<file path="config.mk">
export PLATFORM = sky130hd
export DESIGN_NAME = tdc_interval_core
export DESIGN_NICKNAME = d
export VERILOG_FILES = /design/src/rtl/tdc_pkg.sv /design/src/rtl/tdc_free_counter.sv /design/src/rtl/tdc_event_capture.sv /design/src/rtl/tdc_combiner.sv /design/src/rtl/tdc_interval_core.sv
export SDC_FILE = /design/constraint.sdc
export NUM_CORES = 1
export LEC_CHECK = 0
export ABC_AREA = 0
export BUFFER_PORTS_ARGS = -buffer_cell sky130_fd_sc_hd__buf_2
export CORE_MARGIN = 1
export CORE_UTILIZATION = 50
export DETAILED_ROUTE_END_ITERATION = 16
export PLACE_DENSITY = 0.68
export SLEW_MARGIN = 20
export SYNTH_ARGS = -nofsm -noshare
export SYNTH_HDL_FRONTEND = slang
export SYNTH_SLANG_ARGS = --single-unit
export TNS_END_PERCENT = 5
</file>
<file path="constraint.sdc">
create_clock -name clk -period 8.6 [get_ports clk]
set_input_delay 0.86 -clock clk [delete_from_list [all_inputs] [get_ports clk]]
set_output_delay 0.86 -clock clk [all_outputs]
set_load 0.02 [all_outputs]
</file>
<file path="src/rtl/tdc_pkg.sv">
package tdc_pkg;

    localparam int unsigned TDC_CNT_W_DEF    = 13;
    localparam int unsigned TDC_FINE_W_DEF   = 9;
    localparam int unsigned TDC_FINE_PER_DEF = 384;

    typedef enum logic {
        ARM_IDLE = 1'b0,
        ARM_HELD = 1'b1
    } arm_e;

    typedef enum logic [1:0] {
        EV_NONE  = 2'd0,
        EV_START = 2'd1,
        EV_STOP  = 2'd2,
        EV_BOTH  = 2'd3
    } ev_e;

    function automatic ev_e classify_ev(input logic start_s, input logic stop_s);
        ev_e e;
        case ({stop_s, start_s})
            2'b01:   e = EV_START;
            2'b10:   e = EV_STOP;
            2'b11:   e = EV_BOTH;
            default: e = EV_NONE;
        endcase
        return e;
    endfunction

endpackage

</file>
<file path="src/rtl/tdc_free_counter.sv">
module tdc_free_counter #(
    parameter int unsigned CNT_W = tdc_pkg::TDC_CNT_W_DEF
) (
    input  logic             clk,
    input  logic             rst,
    output logic [CNT_W-1:0] count
);
    always_ff @(posedge clk) begin
        if (rst) count <= '0;
        else     count <= count + 1'b1;
    end

    // steps by one every cycle, wrapping naturally
    p_cnt_step_r2: assert property (@(posedge clk) disable iff (rst)
        !$past(rst) |-> count == CNT_W'($past(count) + 1'b1));
endmodule

</file>
<file path="src/rtl/tdc_event_capture.sv">
module tdc_event_capture
    import tdc_pkg::*;
#(
    parameter int unsigned CNT_W        = TDC_CNT_W_DEF,
    parameter int unsigned FINE_W       = TDC_FINE_W_DEF,
    parameter int unsigned FINE_PER_CLK = TDC_FINE_PER_DEF
) (
    input  logic              clk,
    input  logic              rst,
    input  logic [CNT_W-1:0]  count,
    input  logic              start_stb,
    input  logic [FINE_W-1:0] start_fine,
    input  logic              stop_stb,
    input  logic [FINE_W-1:0] stop_fine,
    output logic              pair_valid,
    output logic [CNT_W-1:0]  start_cnt,
    output logic [FINE_W-1:0] start_fq,
    output logic [CNT_W-1:0]  stop_cnt,
    output logic [FINE_W-1:0] stop_fq
);
    localparam logic [FINE_W-1:0] FINE_MAX = FINE_W'(FINE_PER_CLK);

    typedef struct packed {
        logic [CNT_W-1:0]  cnt;
        logic [FINE_W-1:0] fine;
    } stamp_t;

    arm_e   state;
    ev_e    ev;
    stamp_t start_now, stop_now;
    stamp_t start_q, stop_q;

    function automatic logic [FINE_W-1:0] clamp_fine(input logic [FINE_W-1:0] f);
        return (f > FINE_MAX) ? FINE_MAX : f;
    endfunction

    always_comb begin
        ev             = classify_ev(start_stb, stop_stb);
        start_now.cnt  = count;
        start_now.fine = clamp_fine(start_fine);
        stop_now.cnt   = count;
        stop_now.fine  = clamp_fine(stop_fine);
    end

    always_ff @(posedge clk) begin
        if (rst) begin
            state      <= ARM_IDLE;
            start_q    <= '0;
            stop_q     <= '0;
            pair_valid <= 1'b0;
        end else begin
            pair_valid <= 1'b0;
            case (ev)
                EV_START: begin
                    start_q <= start_now;
                    state   <= ARM_HELD;
                end
                EV_STOP: begin
                    if (state == ARM_HELD) begin
                        stop_q     <= stop_now;
                        pair_valid <= 1'b1;
                        state      <= ARM_IDLE;
                    end
                end
                EV_BOTH: begin
                    start_q    <= start_now;
                    stop_q     <= stop_now;
                    pair_valid <= 1'b1;
                    state      <= ARM_IDLE;
                end
                default: ;
            endcase
        end
    end

    assign start_cnt = start_q.cnt;
    assign start_fq  = start_q.fine;
    assign stop_cnt  = stop_q.cnt;
    assign stop_fq   = stop_q.fine;

    // STOP without a held START yields no pair
    p_orphan_stop_r5: assert property (@(posedge clk) disable iff (rst)
        (stop_stb && !start_stb && state == ARM_IDLE) |=> !pair_valid);
    // an accepted pair releases the held START
    p_disarm_r6: assert property (@(posedge clk) disable iff (rst)
        pair_valid |-> state == ARM_IDLE);
    // a lone START leaves the block holding
    p_arm_r7: assert property (@(posedge clk) disable iff (rst)
        (start_stb && !stop_stb) |=> state == ARM_HELD);
    // without a START the held count does not move
    p_start_hold_r7: assert property (@(posedge clk) disable iff (rst)
        !start_stb |=> $stable(start_q));
    // stored fine codes never exceed one period
    p_fine_bound_r10: assert property (@(posedge clk) disable iff (rst)
        pair_valid |-> (start_q.fine <= FINE_MAX && stop_q.fine <= FINE_MAX));
endmodule

</file>
<file path="src/rtl/tdc_combiner.sv">
module tdc_combiner #(
    parameter int unsigned CNT_W        = tdc_pkg::TDC_CNT_W_DEF,
    parameter int unsigned FINE_W       = tdc_pkg::TDC_FINE_W_DEF,
    parameter int unsigned FINE_PER_CLK = tdc_pkg::TDC_FINE_PER_DEF,
    parameter int unsigned OUT_W        = CNT_W + $clog2(FINE_PER_CLK + 1)
) (
    input  logic              clk,
    input  logic              rst,
    input  logic              pair_valid,
    input  logic [CNT_W-1:0]  start_cnt,
    input  logic [FINE_W-1:0] start_fq,
    input  logic [CNT_W-1:0]  stop_cnt,
    input  logic [FINE_W-1:0] stop_fq,
    output logic              out_valid,
    output logic [OUT_W-1:0]  out_interval
);
    localparam int unsigned EXT_W = OUT_W + 1;
    localparam logic [EXT_W-1:0] PER_EXT = EXT_W'(FINE_PER_CLK);
    localparam logic [OUT_W-1:0] RES_MAX = OUT_W'(((2 ** CNT_W) - 1) * FINE_PER_CLK + FINE_PER_CLK);

    logic [CNT_W-1:0] span;
    logic [EXT_W-1:0] plus_part;
    logic [EXT_W-1:0] minus_part;
    logic [EXT_W-1:0] diff;
    logic [OUT_W-1:0] result_d;

    always_comb begin
        span       = stop_cnt - start_cnt;
        plus_part  = EXT_W'(span) * PER_EXT + EXT_W'(start_fq);
        minus_part = EXT_W'(stop_fq);
        diff       = plus_part - minus_part;
        result_d   = (plus_part < minus_part) ? '0 : diff[OUT_W-1:0];
    end

    always_ff @(posedge clk) begin
        if (rst) begin
            out_valid    <= 1'b0;
            out_interval <= '0;
        end else begin
            out_valid <= pair_valid;
            if (pair_valid) out_interval <= result_d;
        end
    end

    // a result pulse always follows a captured pair
    p_valid_src_r3: assert property (@(posedge clk) disable iff (rst)
        out_valid |-> $past(pair_valid));
    // result never exceeds the representable bound
    p_no_overflow_r3: assert property (@(posedge clk) disable iff (rst)
        out_valid |-> out_interval <= RES_MAX);
    // result holds when no pair arrives
    p_hold_r12: assert property (@(posedge clk) disable iff (rst)
        !pair_valid |=> $stable(out_interval));
endmodule

</file>
<file path="src/rtl/tdc_interval_core.sv">
module tdc_interval_core #(
    parameter int unsigned CNT_W        = tdc_pkg::TDC_CNT_W_DEF,
    parameter int unsigned FINE_W       = tdc_pkg::TDC_FINE_W_DEF,
    parameter int unsigned FINE_PER_CLK = tdc_pkg::TDC_FINE_PER_DEF,
    parameter int unsigned OUT_W        = CNT_W + $clog2(FINE_PER_CLK + 1)
) (
    input  logic              clk,
    input  logic              rst,
    input  logic              start_stb,
    input  logic [FINE_W-1:0] start_fine,
    input  logic              stop_stb,
    input  logic [FINE_W-1:0] stop_fine,
    output logic              out_valid,
    output logic [OUT_W-1:0]  out_interval
);
    logic [CNT_W-1:0]  count;
    logic              pair_valid;
    logic [CNT_W-1:0]  start_cnt, stop_cnt;
    logic [FINE_W-1:0] start_fq, stop_fq;

    tdc_free_counter #(.CNT_W(CNT_W)) u_cnt (
        .clk   (clk),
        .rst   (rst),
        .count (count)
    );

    tdc_event_capture #(
        .CNT_W        (CNT_W),
        .FINE_W       (FINE_W),
        .FINE_PER_CLK (FINE_PER_CLK)
    ) u_cap (
        .clk        (clk),
        .rst        (rst),
        .count      (count),
        .start_stb  (start_stb),
        .start_fine (start_fine),
        .stop_stb   (stop_stb),
        .stop_fine  (stop_fine),
        .pair_valid (pair_valid),
        .start_cnt  (start_cnt),
        .start_fq   (start_fq),
        .stop_cnt   (stop_cnt),
        .stop_fq    (stop_fq)
    );

    tdc_combiner #(
        .CNT_W        (CNT_W),
        .FINE_W       (FINE_W),
        .FINE_PER_CLK (FINE_PER_CLK),
        .OUT_W        (OUT_W)
    ) u_comb (
        .clk          (clk),
        .rst          (rst),
        .pair_valid   (pair_valid),
        .start_cnt    (start_cnt),
        .start_fq     (start_fq),
        .stop_cnt     (stop_cnt),
        .stop_fq      (stop_fq),
        .out_valid    (out_valid),
        .out_interval (out_interval)
    );

    // no pulse without a preceding STOP strobe
    p_pulse_cause_r1: assert property (@(posedge clk) disable iff (rst)
        out_valid |-> $past(stop_stb, 2));
endmodule

</file>
Word level (Yosys, flattened, before mapping)
Cells that the tools add are included.

Add/sub/neg operators: 4. Multipliers: 1. Divide/modulo/power cells: 0. $lt $le $gt $ge: 3. Equal/unequal tests: 7. Shifts and indexed selects: 0. Muxes and demuxes: 9. Bitwise operators: 0. Reduce and logical (&&, ||, !) cells: 5.

Operators with widths (number): $mux 22 (2); $pmux 22 s2 (1); $add 22x9->23 (1); $lt 23x9->1 (1); $sub 22x9->22 (1); $gt 9x9->1 const B (2); $mux 9 (2); $mul 13x2->15 const B (1); $add 13x1->13 const B (1); $sub 13x13->13 (1); $eq 2x2->1 const B (4); $pmux 2 s3 (1); $eq 2x1->1 const B (2); $pmux 1 s2 (2); $reduce_bool 2->1 (2); $reduce_or 2->1 (2); $ne 2x1->1 const B (1); $reduce_and 2->1 (1); $mux 1 (1).

Bits in registers: 82. Bits in latches: 0. Bits in writable memories: 0. Bits in read-only memories: 0. Input bits: 22. Output and inout port bits: 23. Word-level logic and storage cells: 38. Memories: 0.

Logic depth before layout (Yosys ltp)
Gate-level depths: netlist of run 1.

Word-level depth: 5. Depth in mapped cells: 22. Depth with buffers taken out: 20.

Modules after synthesis
Synthesis of run 1 repeated with hierarchy kept, for this count alone.

Cells, all modules: 648. Area, all modules: 5465.2 um^2.

By module, submodules not included: tdc_combiner (times used 1, cells an instance 403, area each 3231.8 um^2, seq. area each 460.4 um^2); tdc_event_capture (times used 1, cells an instance 183, area each 1670.4 um^2, seq. area each 920.9 um^2); tdc_free_counter (times used 1, cells an instance 62, area each 563.0 um^2, seq. area each 260.2 um^2).

Least setup slack after synthesis of run 1
OpenSTA, ideal clock, no wires.

Kind: reg-to-reg. From: register u_cap.stop_q (netlist bit u_cap.stop_cnt[0]). To: register u_comb.out_interval[0]. Setup time: 117 ps. Arrival: 4292 ps. Data required time: 8483 ps. Slack: 4191 ps. Stages on the path, launching flop included: 22. Buffers on the path: 2. Clock period less this slack: 4409 ps. Path through: dfxtp_1 inv_1 ha_1 fa_1 nand2b_1 a21oi_1 o21ai_0 xnor2_1 ha_1 clkbuf_1 nand2_1 o21ai_0 and3_1 and3_1 or3b_1 a32oi_1 a211o_1 o21ai_0 o2bb2ai_2 a41oi_4 buf_6 a22o_1.

Longest elaborated chain between the ends: 5.

Ends and longest elaborated chain: start, declared (RTL line tdc_event_capture.sv:31) `stamp_t start_q, stop_q;`; start signal, assigned (RTL line tdc_event_capture.sv:60) `stop_q <= stop_now;`; start signal, assigned (RTL line tdc_event_capture.sv:67) `stop_q <= stop_now;`; $sub 13x13->13 (RTL line tdc_combiner.sv:28) `span = stop_cnt - start_cnt;`; $mul 13x2->15 (RTL line tdc_combiner.sv:29) `plus_part = EXT_W'(span) * PER_EXT + EXT_W'(start_fq);`; $add 22x9->23 (RTL line tdc_combiner.sv:29); $lt 23x9->1 (RTL line tdc_combiner.sv:32) `result_d = (plus_part < minus_part) ? '0 : diff[OUT_W-1:0];`; $mux 22 (RTL line tdc_combiner.sv:32); end signal, assigned (RTL line tdc_combiner.sv:41) `if (pair_valid) out_interval <= result_d;`; end, declared (RTL line tdc_combiner.sv:15) `output logic [OUT_W-1:0] out_interval`.

Every way passes these cells. A chain may end at the register's enable or synchronous reset.

Worst setup path after layout of run 1
From: register u_cap.stop_q (netlist bit u_cap.stop_cnt[0]). To: register u_comb.out_interval[1].

Same word-level chain as after synthesis.

==> results of run 1 <==
stage by stage:
step	total power, mW	hold WS, ns	area (um^2)
global placement	0.832	0.441	5880
floorplan	0.764	0.432	5570
finish	1.18	0.460	6130
CTS	1.19	0.458	6130
global route	1.26	0.477	6130
detailed placement	0.842	0.446	5880
worst max-delay path, stage by stage, from the launching register on:
cell and delay [ns]:
dfxtp_1 0.34, inv_1 0.05, ha_1 0.20, fa_1 0.40, nand2b_1 0.20, a21oi_1 0.21, a21oi_1 0.09, ha_1 0.34
o21ai_0 0.43, nor2_1 0.13, nor4_2 0.40, nand2_1 0.19, nor4b_2 0.53, nand2_1 0.25, nor3_4 0.30, nand3_1 0.18
a41oi_4 0.61, a22o_1 0.22
cell usage after synthesis, types with 4 or more instances:
library cell  number
a22o_1            21
o21ai_0           20
inv_1             38
nor3_1             8
and3b_1            5
nand4_1            4
xnor2_1           30
a211o_1            4
and2_1             6
nor2_1            63
a21o_1             9
nor2b_1            5
nand3_1           31
ha_1              37
nor4_1             5
clkbuf_1          20
nand2b_1          16
dfxtp_1           82
a211oi_1           5
o21a_1             7
a21oi_1           60
fa_1               4
nand2_1           61
or3_1              6
xor2_1            16
mux2i_1           18
and3_1             6
placed cells by master (no fill, tap or decap), types with 5 or more instances in the layout:
cell,netlist,final
a22o_1,21,21
a21o_1,9,9
and2_1,6,6
nand2b_1,16,16
nor4_1,5,5
or3_1,6,6
o21ai_0,20,20
nor3_1,8,8
o21a_1,7,7
xor2_1,16,16
nor2b_1,5,5
ha_1,37,37
and3_1,6,6
nor2_1,63,62
nand3_1,31,31
nand2_1,61,61
a21oi_1,60,60
buf_2,2,44
inv_1,38,38
dfxtp_1,82,82
xnor2_1,30,30
and3b_1,5,5
clkbuf_8,0,9
mux2i_1,18,18
worst paths after layout:
kind	start	cells past startpoint	end
worst max-delay path	u_cap.stop_cnt[0]	17	u_comb.out_interval[1]
worst min-delay path	u_cap.stop_fq[3]	2	u_cap.stop_fq[3]
worst min register to register	u_cap.stop_fq[3]	2	u_cap.stop_fq[3]
worst max register to register	u_cap.stop_cnt[0]	17	u_comb.out_interval[1]
cells by family after synthesis:
logic type | share of synthesized area, %
DFF | 29.5
adders and majority gates | 9.75
xor gates and xnor gates | 8.22
buffers and inverters | 4.85
and+or+nand+nor | 22.7
muxes | 3.23
AOI/OAI and AO/OA | 21.8
metal layers:
| metal | part of all wire (%) | track usage (%) |
|---|---|---|
| met5 | 0 | 0 |
| met4 | 0.97 | 6.36 |
| met3 | 2.9 | 4.12 |
| met2 | 46 | 35.3 |
| met1 | 50 | 28.6 |
state kept, by name, indices dropped and copies added (netlist names):
| name | count |
|---|---|
| u_cap.state | 1 |
| u_comb.out_interval | 22 |
| u_cnt.count | 13 |
| u_cap.start_cnt | 13 |
| u_cap.stop_cnt | 13 |
| u_cap.stop_fq | 9 |
| u_cap.pair_valid | 1 |
| u_comb.out_valid | 1 |
| u_cap.start_fq | 9 |
where the power goes:
group | internal (mW) | leakage [nW] | switching [mW]
Combinational | 0.178 | 1.75 | 0.251
Clock | 0.196 | 0.126 | 0.151
Sequential | 0.396 | 0.666 | 0.0103
final cells by class:
class / count / area share (%)
clock buffer: 9 / 2.02
multi-input combinational: 517 / 59.8
clock inverter: 7 / 2.02
sequential: 82 / 26.8
inverter: 40 / 2.53
tap: 140 / 2.86
timing repair buffer: 47 / 3.96
==> impl_metrics.json, run 1 <==
{
  "hold_viol_final": 0,
  "drt_iter0_markers": 189,
  "drv_slew": 0,
  "dp.cells": 826,
  "gp_congestion": 0.816,
  "synth.avg_cell_area_um2": 8.38,
  "die_height_um": 108,
  "finalSetupViolCount": 0,
  "nNetsFinal": 760,
  "synth_area_leaders": "dfxtp_1, ha_1, a21oi_1",
  "tns_ns": 0,
  "grt_use_total_pct": 21.5,
  "portBuffers": 44,
  "num_rows": 38,
  "coreArea_um2": 10800,
  "pre_cts_slack_ns": 3.53,
  "ctsRootBufferMaster": "clkbuf_8",
  "drt-wirelength-per-cell_um": 13.6,
  "syn_inst": 665,
  "cts_resized": 0,
  "synth_edf_count": 0,
  "clockBufferDepth": 2,
  "regArea_um2": 1640,
  "grt_pass1_wl_um": 20100,
  "hold_class": "register to register",
  "numCtsBuffers": 9,
  "drv_cap": 0,
  "cts_post_setup_buffers_inserted": 0,
  "yosysSeqAreaShare_pct": 29.5,
  "num_vias": 4573,
  "cts_tree": "yes",
  "nFillCells": 1022,
  "die_w_um": 108,
  "drc": 0,
  "finalCritPeriodShare_pct": 59.7,
  "drt-total-wl_um": 11500,
  "fmax_ghz": 0.195,
  "grt_antenna_before_repair": 0,
  "antenna_cells": 0,
  "end_kind": "register",
  "arrival_ns": 5.44,
  "synthDistinctLibCells": 80,
  "initial_utilization_pct": 51.4,
  "regToRegSetupSlack_ns": 3.47,
  "skew_ns": 0.00743,
  "grt_max_degree": 63,
  "maxSlewHeadroom_pct": 36.4,
  "cts.htree.levels": 3,
  "status": "finished clean",
  "dr.pass1.iters": 4,
  "min_period_ns": 5.13,
  "p_leak_nw": 2.54,
  "grt_pass1_vias": 4362,
  "die_area_um2": 11600,
  "ys_seq_elements": 82,
  "yosysWarnings": 0,
  "final_cells": 842,
  "syn_area_um2": 5570,
  "io_pins": 45,
  "worst_ir_drop_vdd_uv": 115,
  "path_class": "register to register",
  "final_antenna_net_count": 0,
  "yosysTopAreaCell": "dfxtp_1",
  "area_growth_pct": 10.0,
  "overflow": 0,
  "worst-path-max-fanout": 21,
  "timing.critical_path.required_ns": 8.91,
  "multiInputGateArea_um2": 3670,
  "power.density_nw_per_um2": 193,
  "rsz0062_at_grt": "false",
  "final_util_pct": 56.5,
  "cts_hold_buf": 0,
  "vias_per_cell": 5.43,
  "worst-slew-pin-transition_ns": 0.952,
  "cts_sinks": 82,
  "async_flop_share_pct": 0,
  "setup_slack_ns": 3.47,
  "dp_hpwl_um": 8710,
  "layout-drive-gt1-share_pct": 13.2,
  "clk_pin_slew_ns": 0.09,
  "synth_nets": 728,
  "synth.top_cell.area_share_pct": 29.5,
  "clk_latency_ns": 0.37,
  "ys.flop_type": "dfxtp_1",
  "startpoint_type": "register"
}
No activity file was read; power rests on OpenSTA's default activity.
==> run 2, diff against run 1 <==
==> constraint.sdc (replaced) <==
create_clock -name clk -period 5.4 [get_ports clk]
set_input_delay 0.54 -clock clk [delete_from_list [all_inputs] [get_ports clk]]
set_output_delay 0.54 -clock clk [all_outputs]
set_load 0.02 [all_outputs]
==> run 2 against run 1 <==
  * Sequential share of layout area stayed put
  * Setup slack worse by 3.1 ns
  * Critical path depth is 3 higher
  * Global-route usage is 0.34 points higher
  * Register-to-register slack worse by 3.1 ns
  * Combinational power is 64% higher
  * Via count is 3.5% higher
  * Sequential power is 59% higher
  * Non-clock buffer count is 2 higher
  * Critical endpoint is now u_comb.out_interval[11]
==> impl_metrics.json, run 2 (synthesized netlist as in run 1, its figures left out) <==
{
  "min_period_ns": 5.07,
  "drt-total-wl_um": 12000,
  "worstHoldPathCells": 2,
  "clk_pin_slew_ns": 0.09,
  "worst_ir_drop_vdd_uv": 234,
  "cts_hold_buf": 0,
  "antenna_cells": 0,
  "grt_max_degree": 63,
  "nFillCells": 1013,
  "intPower_mw": 1.10,
  "grt_pass1_vias": 4445,
  "grt_pass1_wl_um": 20300,
  "crit_family": "compound AO/OA/AOI/OAI gates",
  "critical-path-max-stage-delay_ns": 0.45,
  "num_rows": 38,
  "mostFrequentLayoutCell": "dfxtp_1",
  "comb_power_share_pct": 39.8,
  "initial_utilization_pct": 51.4,
  "die_height_um": 108,
  "crit_slowest_cell": "ha_1",
  "nNetsFinal": 763,
  "num_vias": 4731,
  "regToRegSetupSlack_ns": 0.33,
  "cts_tree": "yes",
  "power.density_nw_per_um2": 290,
  "met3_usage_pct": 4.36,
  "p_sw_share_pct": 38.4,
  "startpoint": "u_cap.stop_cnt[0]",
  "area_growth_pct": 10.0,
  "r2r-end": "u_comb.out_interval[11]",
  "grt_antenna_before_repair": 0,
  "finalCritPeriodShare_pct": 93.9,
  "timing.hold.ws_ns": 0.347,
  "timing.critical_path.required_ns": 5.66,
  "setup_slack_ns": 0.327,
  "grt_use_total_pct": 21.9,
  "worst-slew-pin-transition_ns": 0.758,
  "die_w_um": 108,
  "sequentialPowerShare_pct": 36.4,
  "regArea_um2": 1640,
  "coreArea_um2": 10800,
  "pre_cts_slack_ns": 0.392,
  "crit_buf_inv": 2,
  "portBuffers": 44,
  "layout-drive-gt1-share_pct": 13.6,
  "largest_reg_flops": 22,
  "crit_end": "u_comb.out_interval[11]",
  "cts_sinks": 82,
  "drt-wirelength-per-cell_um": 14.2,
  "ctsRootBufferMaster": "clkbuf_8",
  "dr.pass1.iters": 4,
  "gp_congestion": 0.861,
  "p_total_mw": 1.78,
  "drv_slew": 0,
  "hold_viol_final": 0,
  "vias_per_cell": 5.60,
  "end_kind": "register",
  "p_sw_mw": 0.682,
  "worst-path-max-fanout": 11,
  "numCtsBuffers": 9,
  "dp_hpwl_um": 8960,
  "path_cells": "inv_1, ha_1, fa_1, nand2b_1, a21oi_1, o21ai_0, xnor2_1, ha_1, nand2_1, o21ai_0, and3_1, and3_1, or3b_1, a32oi_1, a211o_1, o21ai_0, o2bb2ai_2, a41oi_4, buf_12, a22o_1",
  "gr-usage-met2_pct": 36.9,
  "drc": 0,
  "die_area_um2": 11600,
  "reg2regPathDepth": 20,
  "multiInputGateArea_um2": 3700,
  "overflow": 0,
  "finalSetupViolCount": 0,
  "skew_ns": 0.00889,
  "fmax_ghz": 0.197,
  "hold_class": "input port to register",
  "path_depth": 20,
  "cts.htree.levels": 3,
  "regMostFlops": "u_comb.out_interval",
  "startpoint_type": "register",
  "clk_latency_ns": 0.37,
  "io_pins": 45,
  "tns_ns": 0,
  "p_leak_nw": 2.53,
  "busiest_layer": "met2",
  "drt_iter0_markers": 227,
  "arrival_ns": 5.33,
  "status": "finished clean",
  "cp_common_cell": "o21ai_0",
  "met1_usage_pct": 28.0,
  "path_class": "register to register",
  "clkPwrFrac_pct": 23.8,
  "r2r-start": "u_cap.stop_cnt[0]",
  "clockBufferDepth": 2,
  "final_antenna_net_count": 0,
  "maxSlewHeadroom_pct": 49.4,
  "drv_cap": 0,
  "final_cell_mix": "dfxtp_1, nor2_1, nand2_1"
}
[run 2: changes by cell type in the layout (fill, tap and decap cells not counted), sizes merged]
| cell | before | now |
|---|---|---|
| buf | 47 | 49 |
| inv | 41 | 43 |
| a41oi | 1 | 2 |
| clkinv | 3 | 2 |
| clkinvlp | 0 | 2 |
| bufinv | 3 | 0 |
[run 2: worst min path at each step]
stage / slack (ns) / to / startpoint
finish: 0.35 / u_cap.state / stop_stb
global route: 0.35 / u_cap.state / stop_stb
CTS: 0.33 / u_cap.state / stop_stb
detailed placement: 0.45 / u_cap.stop_fq[5] / u_cap.stop_fq[5]
global placement: 0.44 / u_cap.stop_fq[2] / u_cap.stop_fq[2]
floorplan: 0.43 / u_cap.stop_fq[1] / u_cap.stop_fq[1]
[run 2: what timing repair did]
item                                   CTS  global route
gates resized for setup                  0             3
endpoints found under the hold margin    0             0
setup endpoints to repair                0            21
setup buffers                            0             1
[run 2: worst reg2reg max path, cell delays in order, from the launching register on]
cell and delay, ns:
dfxtp_1 0.33, inv_1 0.04, ha_1 0.20, fa_1 0.40, nand2b_1 0.19, a21oi_1 0.22, o21ai_0 0.15, xnor2_1 0.17
ha_1 0.45, nand2_1 0.07, o21ai_0 0.27, and3_1 0.30, and3_1 0.21, or3b_1 0.38, a32oi_1 0.20, a211o_1 0.29
o21ai_0 0.20, o2bb2ai_2 0.36, a41oi_4 0.18, buf_12 0.18, a22o_1 0.19
[run 2: power by group through the flow]
stage / registers [mW] / clock network (mW) / logic (mW)
floorplan: 0.675 / 0 / 0.542
global placement: 0.660 / 0 / 0.666
detailed placement: 0.661 / 0 / 0.687
CTS: 0.647 / 0.437 / 0.691
global route: 0.652 / 0.465 / 0.782
finish: 0.647 / 0.423 / 0.707
[run 2: layer usage]
metal | vias to the layer above | wire length (um) | share of wire (%)
met3 | 16 | 383 | 3.2
met4 | 0 | 195 | 1.6
li1 | 2443 | - | -
met2 | 85 | 5750 | 48
met1 | 2187 | 5640 | 47
met5 | - | 0 | 0
[run 2: per-stage QoR]
stage	instances	util, %	area, um^2
final	845	56.5	6130
after global routing	845	56.5	6130
after CTS	843	56.0	6070
after detailed placement	827	54.3	5890
after global placement	827	54.3	5890
after floorplan	665	-	5570
[run 2: final cells by class]
class | instances | share of cell area [%]
Clock buffer | 9 | 2.02
Clock inverter | 7 | 0.980
Inverter | 40 | 2.53
Multi-Input combinational cell | 518 | 60.4
Sequential cell | 82 | 26.8
Tap cell | 140 | 2.86
Timing Repair Buffer | 49 | 4.41
==> run 3, diff against run 2 <==
--- a/config.mk
+++ b/config.mk
@@ -11,6 +11,7 @@
 export CORE_UTILIZATION = 50
 export DETAILED_ROUTE_END_ITERATION = 16
 export PLACE_DENSITY = 0.68
+export SETUP_SLACK_MARGIN = 0.4
 export SLEW_MARGIN = 20
 export SYNTH_ARGS = -nofsm -noshare
 export SYNTH_HDL_FRONTEND = slang
==> run 3 against run 2 <==
  * Sequential power about the same
  * Combinational power increased by 11%
  * Global-route usage increased by 0.34 points
  * Via count increased by 1.9%
  * Worst hold slack got worse by 0.00084 ns
  * Clock power about the same
  * Non-clock buffer count increased by 10
  * Utilization increased by 2.1 points
  * Cell area increased by 3.7%
  * Sequential share of layout area decreased by 0.96 points
  * Critical path type unchanged
  * Critical endpoint is now u_comb.out_interval[21]
==> impl_metrics.json, run 3 (synthesized netlist as in run 1, its figures left out) <==
{
  "end_kind": "register",
  "final_cells": 856,
  "hold_viol_final": 0,
  "p_total_mw": 1.85,
  "nNetsFinal": 774,
  "startpoint_type": "register",
  "comb_power_share_pct": 42.2,
  "skew_ns": 0.00802,
  "drv_slew": 0,
  "crit_end": "u_comb.out_interval[21]",
  "numCtsBuffers": 9,
  "initial_utilization_pct": 51.4,
  "grt_pass1_wl_um": 20600,
  "finalSetupViolCount": 0,
  "place_area_um2": 5890,
  "antenna_cells": 0,
  "num_vias": 4820,
  "grt_pass1_vias": 4480,
  "p_sw_mw": 0.715,
  "finalCritPeriodShare_pct": 88.5,
  "cts_tree": "yes",
  "timing.critical_path.required_ns": 5.70,
  "final_antenna_net_count": 0,
  "crit_family": "simple AND/OR/NAND/NOR gates",
  "fmax_ghz": 0.209,
  "status": "finished clean",
  "die_w_um": 108,
  "p_sw_share_pct": 38.6,
  "regMostFlops": "u_comb.out_interval",
  "num_rows": 38,
  "nFillCells": 981,
  "io_pins": 45,
  "crit_buf_inv": 1,
  "regToRegSetupSlack_ns": 0.62,
  "final_area_um2": 6360,
  "tns_ns": 0,
  "r2r-end": "u_comb.out_interval[21]",
  "layout-drive-gt1-share_pct": 16.8,
  "grt_antenna_before_repair": 0,
  "cts_sinks": 82,
  "gp_congestion": 0.861,
  "reg2regPathDepth": 18,
  "rsz0062_at_grt": "false",
  "area_growth_pct": 14.1,
  "path_depth": 18,
  "vias_per_cell": 5.63,
  "clockBufferDepth": 2,
  "drc": 0,
  "path_class": "register to register",
  "arrival_ns": 5.08,
  "die_area_um2": 11600,
  "maxSlewHeadroom_pct": 48.6,
  "timing.hold.ws_ns": 0.346,
  "critical-path-max-stage-delay_ns": 0.40,
  "drt_iter0_markers": 211,
  "hold_class": "input port to register",
  "startpoint": "u_cap.stop_cnt[0]",
  "intPower_mw": 1.14,
  "grt_max_degree": 63,
  "drt-total-wl_um": 12500,
  "crit_slowest_cell": "fa_1",
  "portBuffers": 44,
  "drt-wirelength-per-cell_um": 14.6,
  "clk_pin_slew_ns": 0.09,
  "grt_use_total_pct": 22.2,
  "path_cells": "inv_1, ha_1, fa_1, nand2b_1, a21oi_1, o21ai_0, xnor2_1, ha_2, nor4b_2, nand4b_1, nand4_1, nor4b_2, o2111ai_1, nor2_1, a32o_1, nand4b_1, a311oi_1, o2bb2ai_1",
  "largest_reg_flops": 22,
  "min_period_ns": 4.78,
  "mostFrequentLayoutCell": "dfxtp_1",
  "sequentialPowerShare_pct": 34.9,
  "drv_cap": 0,
  "dp_hpwl_um": 8960,
  "final_cell_mix": "dfxtp_1, nor2_1, a21oi_1",
  "cts_hold_buf": 0,
  "dp.cells": 827,
  "overflow": 0,
  "clk_latency_ns": 0.37,
  "clkPwrFrac_pct": 22.9,
  "r2r-start": "u_cap.stop_cnt[0]",
  "worst-path-max-fanout": 10,
  "dr.pass1.iters": 4,
  "coreArea_um2": 10800,
  "cts.htree.levels": 3,
  "die_height_um": 108,
  "worst_ir_drop_vdd_uv": 236,
  "worst-slew-pin-transition_ns": 0.771,
  "p_leak_nw": 2.62,
  "power.density_nw_per_um2": 292,
  "ctsRootBufferMaster": "clkbuf_8"
}
[run 3: worst min-delay path by stage]
stage / end / cells past startpoint / from / slack (ns)
after global routing: u_cap.state / 2 / stop_stb / 0.35
after global placement: u_cap.stop_fq[2] / 2 / u_cap.stop_fq[2] / 0.44
after CTS: u_cap.state / 2 / stop_stb / 0.33
after detailed placement: u_cap.stop_fq[5] / 2 / u_cap.stop_fq[5] / 0.45
after floorplan: u_cap.stop_fq[1] / 2 / u_cap.stop_fq[1] / 0.43
final: u_cap.state / 2 / stop_stb / 0.35
[run 3: per-layer routing]
metal / part of all wire, % / track usage [%] / up-vias
met5: 0 / 0 / -
met4: 1.9 / 6.95 / 0
met3: 3.2 / 4.42 / 22
met2: 49 / 37.8 / 100
met1: 46 / 28.1 / 2229
li1: - / - / 2469
[run 3: final cells by class]
cell class	count	area (um^2)	area share, %
sequential	82	1640	25.8
tap	140	175	2.76
clock buffer	9	124	1.95
inverter	40	155	2.44
multi-input combinational	519	3830	60.3
clock inverter	7	60.1	0.945
timing repair buffer	59	370	5.83
[run 3: power by group through the flow]
stage	Clock [mW]	Sequential, mW	Combinational, mW
floorplan	0	0.675	0.542
global placement	0	0.660	0.666
detailed placement	0	0.661	0.687
CTS	0.437	0.647	0.696
global route	0.465	0.652	0.857
finish	0.425	0.647	0.782
[run 3: metrics by stage]
step	setup WS, ns	util, %
final	0.620	58.6
after global routing	0.326	58.6
after CTS	0.355	56.2
after detailed placement	0.392	54.3
after global placement	0.571	54.3
after floorplan	0.991	-
[run 3: what timing repair did]
| action | 4_1_cts | 5_1_grt |
|---|---|---|
| buffers inserted | 0 | 11 |
| setup endpoints to repair | 21 | 22 |
| pin swaps | 1 | 10 |
| resized for setup | 0 | 26 |
| gates cloned | 1 | 1 |
[run 3: worst register-to-register path: stages, from the launching register on]
cell,delay (ns)
dfxtp_1,0.33
inv_1,0.04
ha_1,0.19
fa_1,0.40
nand2b_1,0.19
a21oi_1,0.22
o21ai_0,0.15
xnor2_1,0.23
ha_2,0.37
nor4b_2,0.30
nand4b_1,0.33
nand4_1,0.27
nor4b_2,0.39
o2111ai_1,0.33
nor2_1,0.17
a32o_1,0.19
nand4b_1,0.15
a311oi_1,0.33
o2bb2ai_1,0.14
